**src/rtl/flsr_pkg.sv**
```systemverilog
package flsr_pkg;

  localparam logic [2:0] SQ_IDLE   = 3'd0;
  localparam logic [2:0] SQ_PROG   = 3'd1;
  localparam logic [2:0] SQ_SERASE = 3'd2;
  localparam logic [2:0] SQ_CERASE = 3'd3;
  localparam logic [2:0] SQ_SUSP   = 3'd4;
  localparam logic [2:0] SQ_EFIN   = 3'd5;

  localparam int B_POLL = 7;
  localparam int B_TOGA = 6;
  localparam int B_TLIM = 5;
  localparam int B_EWIN = 3;
  localparam int B_TOGB = 2;

  // Status byte for the busy states and for a marked sector in suspension.
  function automatic logic [7:0] busy_byte(input logic [2:0] st,
                                           input logic pd7,
                                           input logic tlim,
                                           input logic ewin,
                                           input logic ta,
                                           input logic tb);
    logic [7:0] b;
    b = 8'h00;
    case (st)
      SQ_PROG: begin
        b[B_POLL] = ~pd7;
        b[B_TOGA] = ta;
        b[B_TLIM] = tlim;
      end
      SQ_SERASE: begin
        b[B_TOGA] = ta;
        b[B_TLIM] = tlim;
        b[B_EWIN] = ~ewin;
        b[B_TOGB] = tb;
      end
      SQ_CERASE: begin
        b[B_TOGA] = ta;
        b[B_TLIM] = tlim;
        b[B_EWIN] = 1'b1;
        b[B_TOGB] = tb;
      end
      SQ_SUSP: begin
        b[B_EWIN] = 1'b1;
        b[B_TOGB] = tb;
      end
      default: b = 8'h00;
    endcase
    return b;
  endfunction

  function automatic logic is_busy(input logic [2:0] st);
    return (st == SQ_PROG) || (st == SQ_SERASE) || (st == SQ_CERASE);
  endfunction

  function automatic logic is_erasing(input logic [2:0] st);
    return (st == SQ_SERASE) || (st == SQ_CERASE);
  endfunction

endpackage

```
**src/rtl/flsr_toggle.sv**
```systemverilog
module flsr_toggle (
  input  logic clk,
  input  logic rst_n,
  input  logic clr,
  input  logic adv,
  output logic q
);
  always_ff @(posedge clk or negedge rst_n) begin
    if (!rst_n)   q <= 1'b0;
    else if (clr) q <= 1'b0;
    else if (adv) q <= ~q;
  end
endmodule

```
**src/rtl/flsr_select.sv**
```systemverilog
module flsr_select
  import flsr_pkg::*;
#(
  parameter int NSECT = 4,
  localparam int SECW = (NSECT > 1) ? $clog2(NSECT) : 1
) (
  input  logic             mode_prog,
  input  logic             rd_word,
  input  logic             rd_stb,
  input  logic [2:0]       seq_state,
  input  logic [NSECT-1:0] erase_mask,
  input  logic [SECW-1:0]  rd_sector,
  output logic             marked,
  output logic             status_sel,
  output logic             efin_sel,
  output logic             adv_a,
  output logic             adv_b
);
  logic half_read;
  logic susp_hit;

  assign marked    = erase_mask[rd_sector];
  assign half_read = mode_prog && !rd_word;
  assign susp_hit  = (seq_state == SQ_SUSP) && marked;

  always_comb begin
    status_sel = half_read &&
                 (is_busy(seq_state) || susp_hit || (seq_state == SQ_EFIN));
    efin_sel   = half_read && (seq_state == SQ_EFIN);
    adv_a      = rd_stb && half_read && is_busy(seq_state);
    adv_b      = rd_stb && half_read && (is_erasing(seq_state) || susp_hit);
  end
endmodule

```
**src/rtl/flsr_compose.sv**
```systemverilog
module flsr_compose
  import flsr_pkg::*;
(
  input  logic [2:0]  seq_state,
  input  logic        status_sel,
  input  logic        efin_sel,
  input  logic        pd_bit7,
  input  logic        tlim_hit,
  input  logic        ewin_open,
  input  logic        tog_a,
  input  logic        tog_b,
  input  logic [15:0] array_rdata,
  output logic [15:0] rd_data
);
  logic [7:0] sbyte;

  assign sbyte = busy_byte(seq_state, pd_bit7, tlim_hit, ewin_open, tog_a, tog_b);

  always_comb begin
    if (!status_sel)   rd_data = array_rdata;
    else if (efin_sel) rd_data = {array_rdata[15:8], 1'b1, array_rdata[6:0]};
    else               rd_data = {8'h00, sbyte};
  end
endmodule

```
**src/rtl/flash_status_mux.sv**
```systemverilog
module flash_status_mux
  import flsr_pkg::*;
#(
  parameter int NSECT = 4,
  localparam int SECW = (NSECT > 1) ? $clog2(NSECT) : 1
) (
  input  logic             clk,
  input  logic             rst_n,
  input  logic             mode_prog,
  input  logic             rd_word,
  input  logic             rd_stb,
  input  logic             cmd_start,
  input  logic [2:0]       seq_state,
  input  logic             pd_bit7,
  input  logic             tlim_hit,
  input  logic             ewin_open,
  input  logic [NSECT-1:0] erase_mask,
  input  logic [SECW-1:0]  rd_sector,
  input  logic [15:0]      array_rdata,
  output logic [15:0]      rd_data,
  output logic             status_sel
);
  logic marked;
  logic efin_sel;
  logic adv_a, adv_b;
  logic tog_a_q, tog_b_q;
  logic [1:0] adv_v, tog_v;

  flsr_select #(.NSECT(NSECT)) u_sel (
    .mode_prog  (mode_prog),
    .rd_word    (rd_word),
    .rd_stb     (rd_stb),
    .seq_state  (seq_state),
    .erase_mask (erase_mask),
    .rd_sector  (rd_sector),
    .marked     (marked),
    .status_sel (status_sel),
    .efin_sel   (efin_sel),
    .adv_a      (adv_a),
    .adv_b      (adv_b)
  );

  assign adv_v = {adv_b, adv_a};

  for (genvar g = 0; g < 2; g++) begin : g_tog
    flsr_toggle u_tog (
      .clk   (clk),
      .rst_n (rst_n),
      .clr   (cmd_start),
      .adv   (adv_v[g]),
      .q     (tog_v[g])
    );
  end

  assign tog_a_q = tog_v[0];
  assign tog_b_q = tog_v[1];

  flsr_compose u_cmp (
    .seq_state   (seq_state),
    .status_sel  (status_sel),
    .efin_sel    (efin_sel),
    .pd_bit7     (pd_bit7),
    .tlim_hit    (tlim_hit),
    .ewin_open   (ewin_open),
    .tog_a       (tog_a_q),
    .tog_b       (tog_b_q),
    .array_rdata (array_rdata),
    .rd_data     (rd_data)
  );
endmodule

```
**config.mk**
```make
export PLATFORM = sky130hd
export DESIGN_NAME = flash_status_mux
export DESIGN_NICKNAME = d
export VERILOG_FILES = /design/src/rtl/flsr_pkg.sv /design/src/rtl/flsr_toggle.sv /design/src/rtl/flsr_select.sv /design/src/rtl/flsr_compose.sv /design/src/rtl/flash_status_mux.sv
export SDC_FILE = /design/constraint.sdc
export NUM_CORES = 1
export LEC_CHECK = 0
export BUFFER_PORTS_ARGS = -buffer_cell sky130_fd_sc_hd__buf_2
export CELL_PAD_IN_SITES_DETAIL_PLACEMENT = 0
export CELL_PAD_IN_SITES_GLOBAL_PLACEMENT = 1
export CORE_MARGIN = 4
export CORE_UTILIZATION = 24
export DETAILED_ROUTE_END_ITERATION = 12
export PLACE_DENSITY = 0.91
export SLEW_MARGIN = 30
export SYNTH_ARGS = -nofsm -noshare
export SYNTH_HDL_FRONTEND = slang
export SYNTH_SLANG_ARGS = --single-unit
```
**constraint.sdc**
```tcl
create_clock -name clk -period 2.55 [get_ports clk]
set_input_delay 0.51 -clock clk [delete_from_list [all_inputs] [get_ports clk]]
set_output_delay 0.51 -clock clk [all_outputs]
set_load 0.01 [all_outputs]
```
==> summary.txt <==
Status
  • Outcome: complete, no violations

Drt
  • Drt initial violations: 6
  • Drt first pass iters: 4
  • ANT nets after route: 0
  • Via count: approximately 670
  • WL final: approximately 1700 um
  • WL/cell: around 12 um
  • Via density: 4.65
  • # DRC: 0

Placed design
  • Placed insts: 140
  • Setup WS pre-CTS: roughly 0.21 ns
  • PortBufs: 50
  • Routability cong.: about 0.7
  • Final HPWL DP: ~1400 um

Synthesis
  • Synthesis-stage register bit count: 2
  • Distinct cells, synth: 30
  • Post-Syn Area: between 500 and 600 um2
  • Top FF cell, synth: dfrtp_1
  • Net Count, Synth: just under 100
  • Warning count from the yosys run: 0
  • Register area share after synthesis: about a tenth
  • Post-synth EDFFs: 0
  • Asr flop ratio synth: 100%
  • Syn_area_per_cell: between 8 and 9 um2
  • Synthesized instance count: 63

Layout
  • Layout Nets: 152
  • Register area: roughly 50 um2
  • Layout cells sized above 1: approximately three fifths
  • Ant. Diodes: 0
  • Register name with the most flops: g_tog.u_tog.q
  • Layout Cells excl Fill: 143
  • Largest regs: g_tog.u_tog.q (2)
  • Max reg flops: 2
  • Area of the multi-input gates: 424 um2
  • Fill cells: around 220
  • Area added between synthesis and finish: 61.9%

Critical path
  • Crit path max-delay family: buffers and inverters
  • Crit path DAT: around 1.8 ns
  • CP Capture Type: output port
  • CP cell instances: buf_2 -> nand2b_1 -> and3_1 -> o31ai_2 -> buf_4 -> a21boi_0 -> buf_2
  • Worst EP required: 2.04 ns
  • CP max FO: 11
  • Buffer and inverter count on the worst path: 3
  • Slowest-stage cell, CP: and3_1
  • Most frequent CP cell: buf_2
  • R2R setup slack: 1.60 ns
  • CP Class: in -> out
  • CP Launch Type: primary input
  • Max incr delay on CP: roughly 0.27 ns

CTS
  • CTS root buf: clkbuf_4
  • CTS Sinks: 2
  • Post_cts resized: 0
  • Clk buf depth: 2
  • Clock Latency Late Sink: 0.22 ns
  • CTS tree: built
  • Post-CTS Hold Fix Bufs: 0
  • Clock transition at the registers of the reported paths: 0.03 ns
  • CTS buffer count: 3
  • H-tree depth: 1
  • Postcts setup bufs: 0

GRT
  • Global route overflow: 0
  • Initial antenna violation count: 0
  • Total GRT Usage: between 10% and 20%
  • Pin count of the biggest net entering global routing: 12
  • First-pass GRT wire length: about 2300 um
  • Number of global-route vias before repair: just under 600

Timing
  • Relative slew slack: 67.4%
  • Final period util: between 90% and 100%
  • Maximum clock rate: 425 MHz
  • Clk_skew: 0 ns
  • Final slew viol count: 0
  • RSZ-0062 raised after global routing: no
  • Final Setup Violations: 0
  • Setup TNS: 0 ns
  • Tmin final: ~2.4 ns
  • Worst slew pin tran: between 0.4 and 0.5 ns
  • Worst hold slack: about 0.068 ns
  • Final worst slack: 0.199 ns
  • Final number of hold-violating endpoints: 0

Die
  • Number of core rows: 16
  • Die X-Extent: 53.9 um
  • Core region area: approximately 2000 um2
  • Die Footprint: around 2900 um2
  • Die height: between 50 and 60 um
  • Initial core utilization: between 20 and 30%
  • # IOs: 51

Power and ir drop
  • Peak supply drop: around 0.00012 V
  • Leakage: about 0.00040 uW
  • Pwr Density: approximately 280 nW/um2

Min path
  • Hold Crit Class: in -> async

Flow run
  • Max-cap violations: 0
cell usage in the layout (no fill, tap or decap), types with 2 or more instances in the layout:
cell        n
buf_2      50
nand2b_1    3
o2bb2ai_1   2
a21oi_1     3
o311ai_0    2
nand2_1     5
nor2_1      3
inv_1       2
nor2b_1     5
a22oi_1     2
dfrtp_1     2
clkbuf_4    3
a21boi_2   10
o21ai_0     6
buf_4       4
where the power goes:
part | switching [uW] | total [uW] | internal, uW
logic | 64.1 | 124 | 60.2
clock network | 17.3 | 69.2 | 51.9
registers | 0.471 | 33.3 | 32.8
total | 81.9 | 227 | 145
worst reg2reg max path, cell delays in order (launching register included):
cell and delay [ns]:
dfrtp_1 0.37, or3_1 0.36, a21oi_1 0.14
final cells by class:
class | count | area share [%]
Inverter | 2 | 0.917
Timing Repair Buffer | 54 | 34.3
Sequential cell | 2 | 6.12
Clock buffer | 3 | 2.75
Multi-Input combinational cell | 55 | 51.8
Tap cell | 27 | 4.13
metrics by stage:
step | utilization (%) | cell area [um2] | power, uW
final | 41.3 | 818 | 227
after global routing | 41.3 | 818 | 250
after CTS | 41.3 | 818 | 232
after floorplan | - | 505 | 102
after detailed placement | 40.2 | 796 | 159
after global placement | 40.2 | 796 | 157
final timing paths:
| kind | startpoint | endpoint | cells past startpoint |
|---|---|---|---|
| worst max register to register | g_tog[0].u_tog.q | g_tog[0].u_tog.q | 2 |
| worst min register to register | g_tog[0].u_tog.q | g_tog[0].u_tog.q | 2 |
| min in group clk | cmd_start | g_tog[0].u_tog.q | 2 |
| worst max-delay path | seq_state[2] | rd_data[15] | 7 |
| max in group asynchronous | rst_n | g_tog[0].u_tog.q | 1 |
| worst min-delay path | rst_n | g_tog[1].u_tog.q | 1 |
synthesized netlist by cell type (all sizes together) (2+ instances only):
cell type  instances  area share (%)
nor2               3             2.2
nand2              5             3.7
nor2b              5             6.2
a21boi            11              24
buf                2             3.0
o2bb2ai            2             3.5
clkbuf             2             1.7
o311ai             2             3.5
dfrtp              2             9.9
a22oi              2             3.0
inv                2             1.5
a21oi              3             3.0
nand2b             3             3.7
a2111oi            2             8.4
o21ai              6             5.9
layer usage:
metal	track usage [%]	part of all wire, %	vias to the layer above
met5	0	0	-
met4	3.83	0	0
met3	4.16	11	0
met2	17.9	51	23
met1	11.9	38	295
li1	-	-	347
logic make-up after synthesis:
family                 Yosys count  share of synthesized area (%)
AO/OA/AOI/OAI                   32                           57.9
AND/OR/NAND/NOR                 21                           21.8
buffers and inverters            6                           6.19
multiplexers                     2                           4.21
flip-flops                       2                           9.90
(Power assumes the default switching activity.)
